==> src/rtl/link_framer_pkg.sv <==
package link_framer_pkg;
  typedef enum logic [1:0] {OP_RD = 2'd0, OP_WR = 2'd1, OP_BRK = 2'd2, OP_INIT = 2'd3} op_e;
  typedef enum logic [3:0] {
    ST_IDLE, ST_BODY, ST_CRC, ST_GUARD, ST_BPRE, ST_BLOW, ST_BGRD, ST_BPOST, ST_INIT
  } st_e;

  // x^4+x^2+x+1, MSB first
  function automatic logic [3:0] crc4_step(logic [3:0] c, logic b);
    logic fb;
    fb = c[3] ^ b;
    return {c[2:0], 1'b0} ^ (fb ? 4'b0111 : 4'b0000);
  endfunction
endpackage

==> src/rtl/link_clk_div.sv <==
module link_clk_div #(
  parameter int DIV_W = 8
) (
  input  logic             clk_i,
  input  logic             rst_ni,
  input  logic             en_i,
  input  logic             last_i,
  input  logic [DIV_W-1:0] lo_i,
  input  logic [DIV_W-1:0] hi_i,
  output logic             lclk_o,
  output logic             fall_o,
  output logic             pend_o
);
  logic [DIV_W-1:0] cnt_q;
  logic             run_q;
  logic             lclk_q;

  always_ff @(posedge clk_i or negedge rst_ni) begin
    if (!rst_ni) begin
      cnt_q  <= '0;
      run_q  <= 1'b0;
      lclk_q <= 1'b1;
    end else if (!en_i) begin
      cnt_q  <= '0;
      run_q  <= 1'b0;
      lclk_q <= 1'b1;
    end else if (!run_q) begin
      run_q  <= 1'b1;
      lclk_q <= 1'b0;
      cnt_q  <= '0;
    end else if (!lclk_q) begin
      if (cnt_q == lo_i - 1'b1) begin
        lclk_q <= 1'b1;
        cnt_q  <= '0;
      end else begin
        cnt_q <= cnt_q + 1'b1;
      end
    end else if (cnt_q == hi_i - 1'b1) begin
      cnt_q <= '0;
      if (last_i) run_q  <= 1'b0;  // park high after final period
      else        lclk_q <= 1'b0;
    end else begin
      cnt_q <= cnt_q + 1'b1;
    end
  end

  assign lclk_o = lclk_q;
  assign fall_o = run_q & ~lclk_q & (cnt_q == '0);
  assign pend_o = run_q & lclk_q & (cnt_q == hi_i - 1'b1);
endmodule

==> src/rtl/link_frame_build.sv <==
module link_frame_build #(
  parameter int ADDR_W = 21,
  parameter int SID_W  = 2,
  parameter int DATA_W = 32,
  parameter int BODY_W = 1 + SID_W + 5 + ADDR_W + DATA_W,
  parameter int LEN_W  = $clog2(BODY_W + 1)
) (
  input  logic                    rd_i,
  input  logic [SID_W-1:0]        sid_i,
  input  logic [ADDR_W+SID_W-1:0] addr_i,
  input  logic [1:0]              size_i,
  input  logic [DATA_W-1:0]       wdata_i,
  output logic [BODY_W-1:0]       body_o,
  output logic [LEN_W-1:0]        len_o
);
  localparam int HDR_W = SID_W + 5 + ADDR_W;

  logic [SID_W-1:0]  sid_eff;
  logic [1:0]        szc;
  int                dbits;
  logic [HDR_W-1:0]  hdr;
  logic [DATA_W-1:0] dal;

  always_comb begin
    sid_eff = (sid_i != '0) ? sid_i : addr_i[ADDR_W +: SID_W];
    case (size_i)
      2'd0:    begin szc = 2'b00; dbits = 8;  end
      2'd1:    begin szc = 2'b01; dbits = 16; end
      default: begin szc = 2'b11; dbits = 32; end
    endcase
    hdr      = {sid_eff, 1'b1, 2'b00, rd_i, addr_i[ADDR_W-1:0], 1'b0};
    hdr[1:0] = hdr[1:0] | szc;
    dal      = wdata_i << (DATA_W - dbits);
    if (rd_i) begin
      dal   = '0;
      dbits = 0;
    end
    body_o = {1'b1, hdr, dal};
    len_o  = LEN_W'(1 + HDR_W + dbits);
  end
endmodule

==> src/rtl/link_cmd_framer.sv <==
module link_cmd_framer
  import link_framer_pkg::*;
#(
  parameter int ADDR_W        = 21,
  parameter int SID_W         = 2,
  parameter int DATA_W        = 32,
  parameter int DIV_W         = 8,
  parameter int GUARD_CLKS    = 16,
  parameter int BRK_PRE_CLKS  = 50,
  parameter int BRK_LOW_CLKS  = 256,
  parameter int BRK_POST_CLKS = 16000,
  parameter int INIT_CLKS     = 5000
) (
  input  logic                    clk_i,
  input  logic                    rst_ni,
  input  logic                    req_i,
  input  logic [1:0]              op_i,
  input  logic [SID_W-1:0]        sid_i,
  input  logic [ADDR_W+SID_W-1:0] addr_i,
  input  logic [1:0]              size_i,
  input  logic [DATA_W-1:0]       wdata_i,
  input  logic [DIV_W-1:0]        lo_cnt_i,
  input  logic [DIV_W-1:0]        hi_cnt_i,
  output logic                    lclk_o,
  output logic                    sda_o,
  output logic                    busy_o,
  output logic                    done_o
);
  localparam int BODY_W = 1 + SID_W + 5 + ADDR_W + DATA_W;
  localparam int LEN_W  = $clog2(BODY_W + 1);
  localparam int CNT_W  = $clog2(BRK_POST_CLKS + BRK_LOW_CLKS + BRK_PRE_CLKS
                                 + INIT_CLKS + GUARD_CLKS + BODY_W + 1);

  st_e               st_q, nxt;
  logic [CNT_W-1:0]  cnt_q, nxt_len;
  logic [BODY_W-1:0] sh_q, body;
  logic [LEN_W-1:0]  len;
  logic [3:0]        crc_q;
  logic              sda_q, done_q, level;
  logic              fall, pend, last_seg;

  link_frame_build #(
    .ADDR_W(ADDR_W), .SID_W(SID_W), .DATA_W(DATA_W), .BODY_W(BODY_W), .LEN_W(LEN_W)
  ) u_build (
    .rd_i   (op_i == OP_RD),
    .sid_i  (sid_i),
    .addr_i (addr_i),
    .size_i (size_i),
    .wdata_i(wdata_i),
    .body_o (body),
    .len_o  (len)
  );

  assign last_seg = (st_q inside {ST_GUARD, ST_BPOST, ST_INIT}) && (cnt_q == CNT_W'(1));

  link_clk_div #(.DIV_W(DIV_W)) u_div (
    .clk_i (clk_i),
    .rst_ni(rst_ni),
    .en_i  (st_q != ST_IDLE),
    .last_i(last_seg),
    .lo_i  (lo_cnt_i),
    .hi_i  (hi_cnt_i),
    .lclk_o(lclk_o),
    .fall_o(fall),
    .pend_o(pend)
  );

  always_comb begin
    case (st_q)
      ST_BODY:  nxt = ST_CRC;
      ST_CRC:   nxt = ST_GUARD;
      ST_BPRE:  nxt = ST_BLOW;
      ST_BLOW:  nxt = ST_BGRD;
      ST_BGRD:  nxt = ST_BPOST;
      default:  nxt = ST_IDLE;
    endcase
    case (nxt)
      ST_CRC:   nxt_len = CNT_W'(4);
      ST_GUARD: nxt_len = CNT_W'(GUARD_CLKS);
      ST_BLOW:  nxt_len = CNT_W'(BRK_LOW_CLKS);
      ST_BGRD:  nxt_len = CNT_W'(GUARD_CLKS);
      ST_BPOST: nxt_len = CNT_W'(BRK_POST_CLKS);
      default:  nxt_len = '0;
    endcase
    case (st_q)
      ST_BODY: level = ~sh_q[BODY_W-1];
      ST_CRC:  level = ~crc_q[3];
      ST_BLOW: level = 1'b0;
      default: level = 1'b1;
    endcase
  end

  always_ff @(posedge clk_i or negedge rst_ni) begin
    if (!rst_ni) begin
      st_q   <= ST_IDLE;
      cnt_q  <= '0;
      sh_q   <= '0;
      crc_q  <= '0;
      sda_q  <= 1'b1;
      done_q <= 1'b0;
    end else begin
      done_q <= 1'b0;
      if (st_q == ST_IDLE) begin
        if (req_i) begin
          case (op_i)
            OP_BRK: begin
              st_q  <= ST_BPRE;
              cnt_q <= CNT_W'(BRK_PRE_CLKS);
            end
            OP_INIT: begin
              st_q  <= ST_INIT;
              cnt_q <= CNT_W'(INIT_CLKS);
            end
            default: begin
              st_q  <= ST_BODY;
              cnt_q <= CNT_W'(len);
              sh_q  <= body;
              crc_q <= '0;
            end
          endcase
        end
      end else begin
        if (fall) sda_q <= level;  // one cycle into the low phase
        if (pend) begin
          if (st_q == ST_BODY) begin
            crc_q <= crc4_step(crc_q, sh_q[BODY_W-1]);
            sh_q  <= sh_q << 1;
          end else if (st_q == ST_CRC) begin
            crc_q <= crc_q << 1;
          end
          if (cnt_q == CNT_W'(1)) begin
            st_q   <= nxt;
            cnt_q  <= nxt_len;
            done_q <= (nxt == ST_IDLE);
          end else begin
            cnt_q <= cnt_q - 1'b1;
          end
        end
      end
    end
  end

  assign sda_o  = sda_q;
  assign busy_o = (st_q != ST_IDLE);
  assign done_o = done_q;
endmodule

==> config.mk <==
export PLATFORM = sky130hd
export DESIGN_NAME = link_cmd_framer
export DESIGN_NICKNAME = d
export VERILOG_FILES = /design/src/rtl/link_framer_pkg.sv /design/src/rtl/link_clk_div.sv /design/src/rtl/link_frame_build.sv /design/src/rtl/link_cmd_framer.sv
export SDC_FILE = /design/constraint.sdc
export NUM_CORES = 1
export LEC_CHECK = 0
export ABC_AREA = 0
export BUFFER_PORTS_ARGS = -buffer_cell sky130_fd_sc_hd__clkbuf_2
export CORE_MARGIN = 4
export CORE_UTILIZATION = 45
export CTS_CLUSTER_SIZE = 16
export DETAILED_ROUTE_END_ITERATION = 6
export HOLD_SLACK_MARGIN = 0.08
export PLACE_DENSITY = 0.75
export RECOVER_POWER = 25
export SLEW_MARGIN = 20
export SYNTH_ARGS = -nofsm -noshare
export SYNTH_HDL_FRONTEND = slang
export SYNTH_SLANG_ARGS = --single-unit
==> constraint.sdc <==
create_clock -name clk_i -period 2.7 [get_ports clk_i]
set_input_delay 0 -clock clk_i [delete_from_list [all_inputs] [get_ports clk_i]]
set_output_delay 0 -clock clk_i [all_outputs]
set_load 0.02 [all_outputs]
==> results of run 1 <==
-- Yosys cell counts (5+ instances only) --
cell       instances  area share, %
mux2i_1            9            1.5
o22ai_1           11            1.2
o2bb2ai_1         10            1.5
nor3_1            14            1.2
ha_1              10            2.1
buf_4              6           0.76
mux4_2             8            3.1
xor2_1            13            1.9
and3_1             7           0.74
o211ai_1           5           0.64
o21ai_0           15            1.3
nand2_1           80            5.1
dfrtp_1           94             40
or3_1              5           0.53
buf_6              8            1.5
inv_1             19            1.2
clkbuf_1          30            1.9
xnor2_1           19            2.8
a31oi_1           24            2.5
nor2_1            48            3.1
nor4_1            10            1.1
a22oi_1           32            4.1
a21oi_1          101            8.6
nand3_1           12            1.0
-- final cells by class --
class / count / share of cell area, %
multi-input combinational: 498 / 43.8
sequential: 96 / 33.3
timing repair buffer: 155 / 14.9
clock buffer: 10 / 3.30
tap: 172 / 2.98
inverter: 19 / 0.986
clock inverter: 6 / 0.779
antenna: 1 / 0.0346
-- flip-flops by register name (all words and copies together) (netlist names) --
register and flops:
sh_q 61, cnt_q 15, u_div.cnt_q 8, crc_q 4
st_q 4, done_o 1, sda_o 1, u_div.lclk_o 1
u_div.run_q 1
-- stage by stage --
step / hold WS [ps] / total power (µW)
2_1_floorplan: -296 / 4290
3_3_place_gp: 78.2 / 4880
3_5_place_dp: 101 / 4990
4_1_cts: 87.3 / 6340
5_1_grt: 114 / 6820
6_report: 89.3 / 6340
-- cell families after synthesis --
| group | share of synthesized area (%) |
|---|---|
| AND/OR/NAND/NOR | 16.4 |
| AO/OA/AOI/OAI | 24.5 |
| adder cells (fa/ha/maj) | 2.12 |
| multiplexers | 5.54 |
| buffers and inverters | 5.82 |
| flip-flops | 40.8 |
| XOR/XNOR | 4.76 |
-- metal layers --
metal	part of all wire, %	vias up	global-route usage (%)
met3	5.5	48	3.00
met2	48	216	34.7
met1	43	2677	29.3
met4	3.4	0	9.59
met5	0	-	0
li1	-	2672	-
-- critical path, cell delays in order (launching register included) --
cell	delay [ps]
dfrtp_1	470
xnor2_1	170
a211oi_2	150
o211ai_1	140
or4_4	590
o21ai_4	250
and2_4	260
buf_4	230
a31oi_1	110
-- power by group --
group	leakage, µW	internal, µW	total [µW]	switching (µW)
clock network	0.000144	672	1280	608
registers	0.00114	2070	2520	445
logic	0.00184	1120	2540	1420
-- worst min-delay path by stage --
stage / start / endpoint / slack, ps / cells after the start
after floorplan: rst_ni / cnt_q[0] / -300 / 0
final: addr_i[22] / sh_q[59] / 90 / 4
after global placement: rst_ni / u_div.cnt_q[1] / 80 / 1
after global routing: addr_i[22] / sh_q[59] / 110 / 4
after detailed placement: rst_ni / u_div.cnt_q[5] / 100 / 1
after CTS: addr_i[22] / sh_q[59] / 90 / 4
-- repair_timing --
item                       4_1_cts  5_1_grt
gates resized for setup          0        2
hold endpoints to repair        91        0
setup endpoints to repair        0        2
hold buffers                    40        0
setup buffers                    0        0
==> flow_summary_export.csv, run 1 <==
group,metric,value,unit
outcome,status,"finished clean",
drt,drc_errors,0,
yosys,synth_area_per_cell,8.90,µm²
sta,skew,9.01,ps
sta,fin_setup_tns,0,ps
setup_path,r2r_cells,8,
global_routing,antenna_found_initial,0,
sta,layout_min_cycle_time,2500,ps
yosys,ys_seq_elements,96,
drt,via_per_inst,5.87,
yosys,syn_nets,752,
sta,drv_slew,0,
clock_tree,cts_tree,"done",
setup_path,critical_path_required,2930,ps
min_path,hold_path_class,"input pin to flop",
pwr,leakage,0.00312,µW
clock_tree,htree_levels,3,
final_layout,seq_area,0.00240,mm²
setup_path,endpoint_kind,"flop",
floorplanning,rows,41,
final_layout,multi_input_area,0.00317,mm²
flow_run,max_cap_violations,0,
setup_path,r2r_end,"sh_q[50]",
setup_path,arrival,2730,ps
final_layout,syn_to_final_growth,22.7,%
drt,via_count,5613,
sta,max_freq,400,MHz
floorplanning,coreArea,0.0127,mm²
setup_path,critPathLaunchType,"flop",
setup_path,startpoint,"u_div.cnt_q[1]",
drt,wl_per_cell,16.5,µm
setup_path,endpoint,"sh_q[50]",
global_routing,grt.total_usage,21.6,%
floorplanning,ioPinCount,84,
floorplanning,die_h,122,µm
yosys,synth_warnings,0,
drt,dr.pass1.iters,6,
clock_tree,root_buffer,"clkbuf_16",
final_layout,nets,869,
clock_tree,cts_buffer_depth,2,
yosys,synth-main-ff-cell,"dfrtp_1",
yosys,async_flop_share,100,%
setup_path,crit_type,"flop to flop",
final_layout,final_cell_mix,"a21oi_1 (101), dfrtp_1 (94), clkbuf_2 (83), nand2_1 (80), nor2_1 (47)",
sta,setup_viol,0,
pwr,peakVddDrop,0.000429,V
yosys,synth_cell_type_count,63,
sta,worst_pin_slew,1410,ps
drt,final_antenna_net_count,0,
global_routing,grt_pass1_wl,26300,µm
setup_path,ff2ff_setup_slack,200,ps
placed_design,dpl.hpwl,10800,µm
global_routing,grt_pass1_vias,5492,
floorplanning,dieArea,0.0150,mm²
setup_path,worst-path-max-fanout,17,
global_routing,grt_overflow,0,
sta,rsz0062_at_grt,"no",
final_layout,fillerInstances,1118,
clock_tree,cts.sinks,96,
sta,fin_crit_sh,92.6,%
yosys,synth_area,0.00589,mm²
drt,drt_iter0_drc,543,
sta,hold_viol,0,
placed_design,dpl_worst_slack,166,ps
sta,fin_ws,200,ps
yosys,synth-edff-count,0,
placed_design,numPortBuffers,83,
yosys,synthCells,662,
sta,relSlewSlack,6.27,%
floorplanning,die_w,122,µm
final_layout,final_util,56.8,%
placed_design,place_inst,900,
placed_design,placed_area,0.00653,mm²
yosys,seq_area_frac_synth,40.8,%
setup_path,r2r-start,"u_div.cnt_q[1]",
clock_tree,clkLatencyLatePin,350,ps
placed_design,gp_congestion,0.864,
drt,wl,15800,µm
pwr,cellPowerDensity,877,mW/mm²
final_layout,fin_cells,957,
final_layout,drive_gt1_share,20.3,%
final_layout,final_common_cell,"a21oi_1",
clock_tree,cts_buffers,9,
final_layout,fin_area,0.00723,mm²
global_routing,grt_max_degree,69,
floorplanning,initial_utilization,46.3,%
clock_tree,path_clk_slew,70,ps
Note: power is estimated with default switching activity, not from simulation.
==> run 2, diff against run 1 <==
--- a/config.mk
+++ b/config.mk
@@ -12,7 +12,7 @@
 export CTS_CLUSTER_SIZE = 16
 export DETAILED_ROUTE_END_ITERATION = 6
 export HOLD_SLACK_MARGIN = 0.08
-export PLACE_DENSITY = 0.75
+export PLACE_DENSITY = 0.78
 export RECOVER_POWER = 25
 export SLEW_MARGIN = 20
 export SYNTH_ARGS = -nofsm -noshare
==> constraint.sdc (replaced) <==
create_clock -name clk_i -period 2 [get_ports clk_i]
set_input_delay 0 -clock clk_i [delete_from_list [all_inputs] [get_ports clk_i]]
set_output_delay 0 -clock clk_i [all_outputs]
set_load 0.02 [all_outputs]
==> run 2 against run 1 <==
Net effect:
- the flow now finishes with violations (negative setup slack)
- clock power increased by 36%
- design area increased by 11%
- setup slack got worse by 530 ps
- sequential share of layout area decreased by 3.3 points
- non-clock buffer count increased by 43
- sequential power increased by 34%
- total power increased by 50%
- largest cell class unchanged
- largest power group unchanged
==> flow_summary_export.csv, run 2 (synthesized netlist as in run 1, its figures left out) <==
group,metric,value,unit
outcome,status,"finished with violations",
outcome,violations,"negative setup slack",
final_layout,final_cell_mix,"dfrtp_1 (94), clkbuf_2 (83), nand2_1 (77), a21oi_1 (76), buf_4 (61)",
setup_path,path_cells,"xnor2_1 -> or4b_1 -> o211ai_1 -> a31oi_4 -> o21ai_4 -> and2_4 -> mux2_4",
pwr,power.internal,5650,µW
pwr,p_sw,3850,µW
setup_path,worst-path-max-fanout,7,
final_layout,drive_gt1_share,32.2,%
drt,dr.pass1.iters,6,
final_layout,top_register,"sh_q",
drt,drt_iter0_drc,625,
setup_path,endpoint_kind,"flop",
drt,via_count,6081,
sta,relSlewSlack,34.6,%
sta,max_freq,430,MHz
floorplanning,die_h,122,µm
drt,via_per_inst,6.08,
floorplanning,die_w,122,µm
clock_tree,htree_levels,3,
floorplanning,rows,41,
global_routing,use_met3,4.56,%
sta,rsz0062_at_grt,"yes",
sta,hold_viol,0,
drt,drc_errors,0,
sta,layout_min_cycle_time,2330,ps
global_routing,busiest_layer,"met2",
sta,drv_slew,0,
clock_tree,cts_buffer_depth,2,
final_layout,syn_to_final_growth,36.1,%
placed_design,gp_congestion,0.931,
floorplanning,ioPinCount,84,
sta,setup_viol,95,
drt,final_antenna_net_count,0,
clock_tree,cts_tree,"done",
pwr,peakVddDrop,0.000598,V
pwr,switching_share,40.6,%
pwr,cellPowerDensity,1180,mW/mm²
floorplanning,coreArea,0.0127,mm²
global_routing,grt_max_degree,60,
setup_path,slowest_delay,480,ps
setup_path,crit_type,"flop to flop",
setup_path,crit_slowest_cell,"or4b_1",
sta,skew,9.36,ps
global_routing,gr-usage-met2,40.0,%
pwr,p_total,9500,µW
global_routing,use_met1,29.4,%
final_layout,largest_reg_flops,61,
sta,fin_setup_tns,-23580,ps
global_routing,grt_pass1_wl,28200,µm
global_routing,grt_pass1_vias,5901,
sta,worst_pin_slew,980,ps
placed_design,dpl.hpwl,11500,µm
final_layout,final_common_cell,"dfrtp_1",
final_layout,nets,912,
pwr,leakage,0.00345,µW
pwr,clkPwrFrac,18.3,%
placed_design,numPortBuffers,83,
sta,fin_crit_sh,116,%
min_path,hold_path_class,"input pin to flop",
clock_tree,path_clk_slew,70,ps
floorplanning,dieArea,0.0150,mm²
global_routing,antenna_found_initial,0,
final_layout,top_regs,"sh_q (61), cnt_q (15), u_div.cnt_q (8)",
clock_tree,root_buffer,"clkbuf_16",
floorplanning,initial_utilization,46.3,%
global_routing,grt.total_usage,23.4,%
pwr,power_frac_seq,35.5,%
sta,fin_ws,-327,ps
drt,wl,17900,µm
clock_tree,clkLatencyLatePin,360,ps
pwr,p_comb_share,46.2,%
drt,wl_per_cell,17.9,µm
setup_path,critPathLaunchType,"flop",
clock_tree,cts.sinks,96,
flow_run,max_cap_violations,0,
clock_tree,cts_buffers,9,
setup_path,critical_path_required,2240,ps
global_routing,grt_overflow,0,
setup_path,arrival,2570,ps
[run 2: cell types whose count changed in the layout (fill, tap and decap cells not counted), moves of 4 or more]
cell     previous run  this run
o21ai_1             0         5
nor2_1             47        40
o21ai_0            15         8
nor2_2              1         5
buf_12              1         5
a21oi_1           101        76
a21oi_2             0        25
buf_4              29        61
buf_6               2         8
[run 2: final timing paths]
path                       depth (start not counted)  slack, ps      startpoint        end
max reg2reg                                        7       -330  u_div.cnt_q[7]   sh_q[32]
max                                                7       -330  u_div.cnt_q[7]   sh_q[32]
max in group asynchronous                          3        830          rst_ni  cnt_q[10]
min                                                4        110        sid_i[1]   sh_q[59]
min reg2reg                                        2        500           sda_o      sda_o
min in group asynchronous                          2        330          rst_ni   sh_q[41]
[run 2: per-stage QoR]
stage	instances	hold WS (ps)	utilization [%]	instance area, µm²	setup WS [ps]
after CTS	995	103	61.8	7860	-276
final	1000	113	63.0	8020	-327
after floorplan	662	-296	-	6080	-283
after detailed placement	935	2.01	55.0	6990	-421
after global routing	999	120	63.0	8020	-405
after global placement	935	-7.80	55.0	6990	-292
[run 2: worst max-delay path, delay by kind of cell (launching register included)]
family                    cells  cell delay, ps
AOI/OAI and AO/OA             3             600
muxes                         1             320
DFF                           1             390
xor gates and xnor gates      1             150
and+or+nand+nor               2             760
[run 2: layer usage]
metal  wire length (µm)  vias to the layer above
met4                600                        0
li1                   -                     2756
met5                  0                        -
met3               1310                       71
met1               7010                     2957
met2               9030                      297
[run 2: area by class of cell]
class                   instances  area [µm²]
repair buffers                198        1510
fillers                      1004        4700
diodes                          1        2.50
multi-input cells             498        3510
clock inverters                 7        72.6
well taps                     172         215
inverters                      19        71.3
flip-flops and latches         96        2400
clock buffers                   9         225
[run 2: power groups by stage]
stage | Clock, µW | Sequential (µW) | Combinational, µW
finish | 1740 | 3370 | 4390
global route | 1840 | 3430 | 4790
CTS | 1760 | 3330 | 4190
detailed placement | 0 | 3340 | 3950
global placement | 0 | 3300 | 3780
floorplan | 0 | 3280 | 2780
[run 2: what timing repair did]
| action | 4_1_cts | 5_1_grt |
|---|---|---|
| setup buffers | 9 | 3 |
| endpoints found under the setup margin | 95 | 95 |
| pin swaps | 18 | 11 |
| gates cloned | 0 | 3 |
| hold endpoints to repair | 90 | 0 |
| hold buffers | 37 | 0 |
| gates resized for setup | 29 | 24 |
==> run 3, diff against run 2 <==
==> constraint.sdc (replaced) <==
create_clock -name clk_i -period 2 [get_ports clk_i]
set_input_delay 0.1 -clock clk_i [delete_from_list [all_inputs] [get_ports clk_i]]
set_output_delay 0.1 -clock clk_i [all_outputs]
set_load 0.02 [all_outputs]
==> run 3 against run 2 <==
Net effect:
- the flow still finishes with violations (negative setup slack)
- critical path type unchanged
- final cell count grew 0.20%
- utilization grew 0.13 points
- via count shrank 2.9%
==> flow_summary_export.csv, run 3 (synthesized netlist as in run 1, its figures left out) <==
group,metric,value,unit
drt,wl,17400,µm
floorplanning,die_w,122,µm
pwr,p_total,9410,µW
floorplanning,coreArea,0.0127,mm²
global_routing,grt_overflow,0,
sta,holdWs,96.0,ps
sta,worst_pin_slew,1140,ps
final_layout,multi_input_area,0.00356,mm²
setup_path,critical_path.most_common_cell,"buf_4",
setup_path,endpoint_kind,"flop",
clock_tree,cts_tree,"done",
global_routing,grt_pass1_vias,5774,
sta,fin_crit_sh,118,%
final_layout,final_common_cell,"dfrtp_1",
final_layout,drive_gt1_share,35.1,%
drt,top_layer,"met4",
drt,drc_errors,0,
drt,met3WireLength,1050,µm
setup_path,r2r_end,"cnt_q[5]",
pwr,peakVddDrop,0.000835,V
floorplanning,initial_utilization,46.3,%
setup_path,ff2ff_setup_slack,-360,ps
sta,max_freq,423,MHz
clock_tree,root_buffer,"clkbuf_16",
global_routing,grt.total_usage,23.0,%
placed_design,numPortBuffers,83,
sta,rsz0062_at_grt,"yes",
global_routing,antenna_found_initial,0,
final_layout,syn_to_final_growth,36.4,%
floorplanning,die_h,122,µm
clock_tree,path_clk_slew,70,ps
sta,skew,7.73,ps
clock_tree,cts.sinks,96,
drt,via_count,5906,
outcome,status,"finished with violations",
final_layout,nets,916,
drt,final_antenna_net_count,0,
placed_design,placed_area,0.00712,mm²
sta,hold_viol,0,
sta,setup_viol,94,
setup_path,r2r-start,"u_div.cnt_q[2]",
floorplanning,dieArea,0.0150,mm²
flow_run,max_cap_violations,0,
final_layout,seq_area,0.00240,mm²
placed_design,dpl.hpwl,11700,µm
sta,fin_setup_tns,-26080,ps
clock_tree,cts_buffers,9,
setup_path,worst-path-max-fanout,13,
outcome,violations,"negative setup slack",
global_routing,grt_max_degree,44,
sta,drv_slew,0,
setup_path,critPathLaunchType,"flop",
min_path,hold_path_class,"input pin to flop",
clock_tree,clkLatencyLatePin,350,ps
floorplanning,rows,41,
drt,drt_iter0_drc,497,
drt,wl_per_cell,17.3,µm
setup_path,startpoint,"u_div.cnt_q[2]",
sta,relSlewSlack,24.0,%
drt,dr.pass1.iters,5,
placed_design,gp_congestion,0.927,
drt,routed-wl-met2,8740,µm
setup_path,path_cells,"xor2_1 -> xnor2_1 -> a22oi_2 -> or4_4 -> o21ai_4 -> buf_4 -> buf_8 -> buf_4 -> o21ai_1 -> o2bb2ai_1",
final_layout,fin_area,0.00804,mm²
clock_tree,htree_levels,3,
clock_tree,cts_buffer_depth,2,
placed_design,dpl_worst_slack,-501,ps
pwr,cellPowerDensity,1170,mW/mm²
setup_path,slowest_delay,570,ps
pwr,leakage,0.00348,µW
sta,fin_ws,-363,ps
sta,layout_min_cycle_time,2360,ps
setup_path,crit_slowest_cell,"or4_4",
final_layout,antenna_cells,0,
final_layout,top_regs,"sh_q (61), cnt_q (15), u_div.cnt_q (8)",
final_layout,largest_reg_flops,61,
global_routing,grt_pass1_wl,27800,µm
final_layout,final_cell_mix,"dfrtp_1 (94), clkbuf_2 (83), nand2_1 (76), a21oi_1 (75), buf_4 (75)",
final_layout,fillerInstances,1037,
setup_path,critical_path_required,2230,ps
setup_path,r2r_cells,10,
setup_path,crit_type,"flop to flop",
final_layout,top_register,"sh_q",
drt,via_per_inst,5.89,
drt,met1Wirelength,7210,µm
floorplanning,ioPinCount,84,
setup_path,arrival,2590,ps
setup_path,endpoint,"cnt_q[5]",
-- run 3: cell count changes in the layout (fill, tap and decap cells not counted), moves of 2 or more --
cell           previous run  this run
mux2_4                    3         1
nor4_4                    0         2
nand3_2                   0         2
dlygate4sd3_1            37        22
mux2_2                    2         4
buf_4                    61        75
inv_8                     2         0
buf_6                     8        14
-- run 3: worst min path at each step --
stage                     slack [ps]  cells past startpoint  endpoint         from
after floorplan                 -200                      0  cnt_q[0]       rst_ni
after global placement           130                      1  cnt_q[6]       rst_ni
after detailed placement         130                      1  cnt_q[9]       rst_ni
after CTS                         90                      3  sh_q[13]  wdata_i[13]
after global routing             120                      3   sh_q[3]   wdata_i[3]
final                            100                      3  sh_q[13]  wdata_i[13]
-- run 3: power breakdown --
group | switching, µW | total (µW) | leakage, µW | internal [µW]
logic | 2420 | 4450 | 0.00220 | 2030
registers | 524 | 3320 | 0.00114 | 2800
clock network | 757 | 1630 | 0.000132 | 876
-- run 3: cell type report --
class                      instances  share of cell area, %
timing repair buffer             202                   18.8
tap                              172                   2.68
inverter                          19                  0.887
clock buffer                      11                   3.02
clock inverter                     4                  0.374
sequential                        96                   29.9
multi-input combinational        498                   44.3
-- run 3: stage by stage --
| stage | std cells | utilization (%) |
|---|---|---|
| after floorplan | 662 | - |
| after global placement | 953 | 55.9 |
| after detailed placement | 953 | 55.9 |
| after CTS | 995 | 61.5 |
| after global routing | 1002 | 63.2 |
| final | 1002 | 63.2 |
-- run 3: timing repair --
action | in CTS | in global routing
hold endpoints to repair | 61 | 0
resized for setup | 39 | 30
hold buffers | 22 | 0
pin swaps | 28 | 17
buffers inserted | 6 | 8
endpoints found under the setup margin | 95 | 96
gates cloned | 0 | 1
-- run 3: worst max-delay path: cells and delay by family (launching register included) --
kind	cells	cell delay, ps
flip-flops	1	390
buffers and inverters	3	410
AO/OA/AOI/OAI	4	510
XOR/XNOR	2	370
AND/OR/NAND/NOR	1	570
-- run 3: layer usage --
metal | vias to the layer above | track usage [%]
met2 | 227 | 37.5
met5 | - | 0
met3 | 35 | 3.87
li1 | 2771 | -
met1 | 2873 | 31.0
met4 | 0 | 8.26
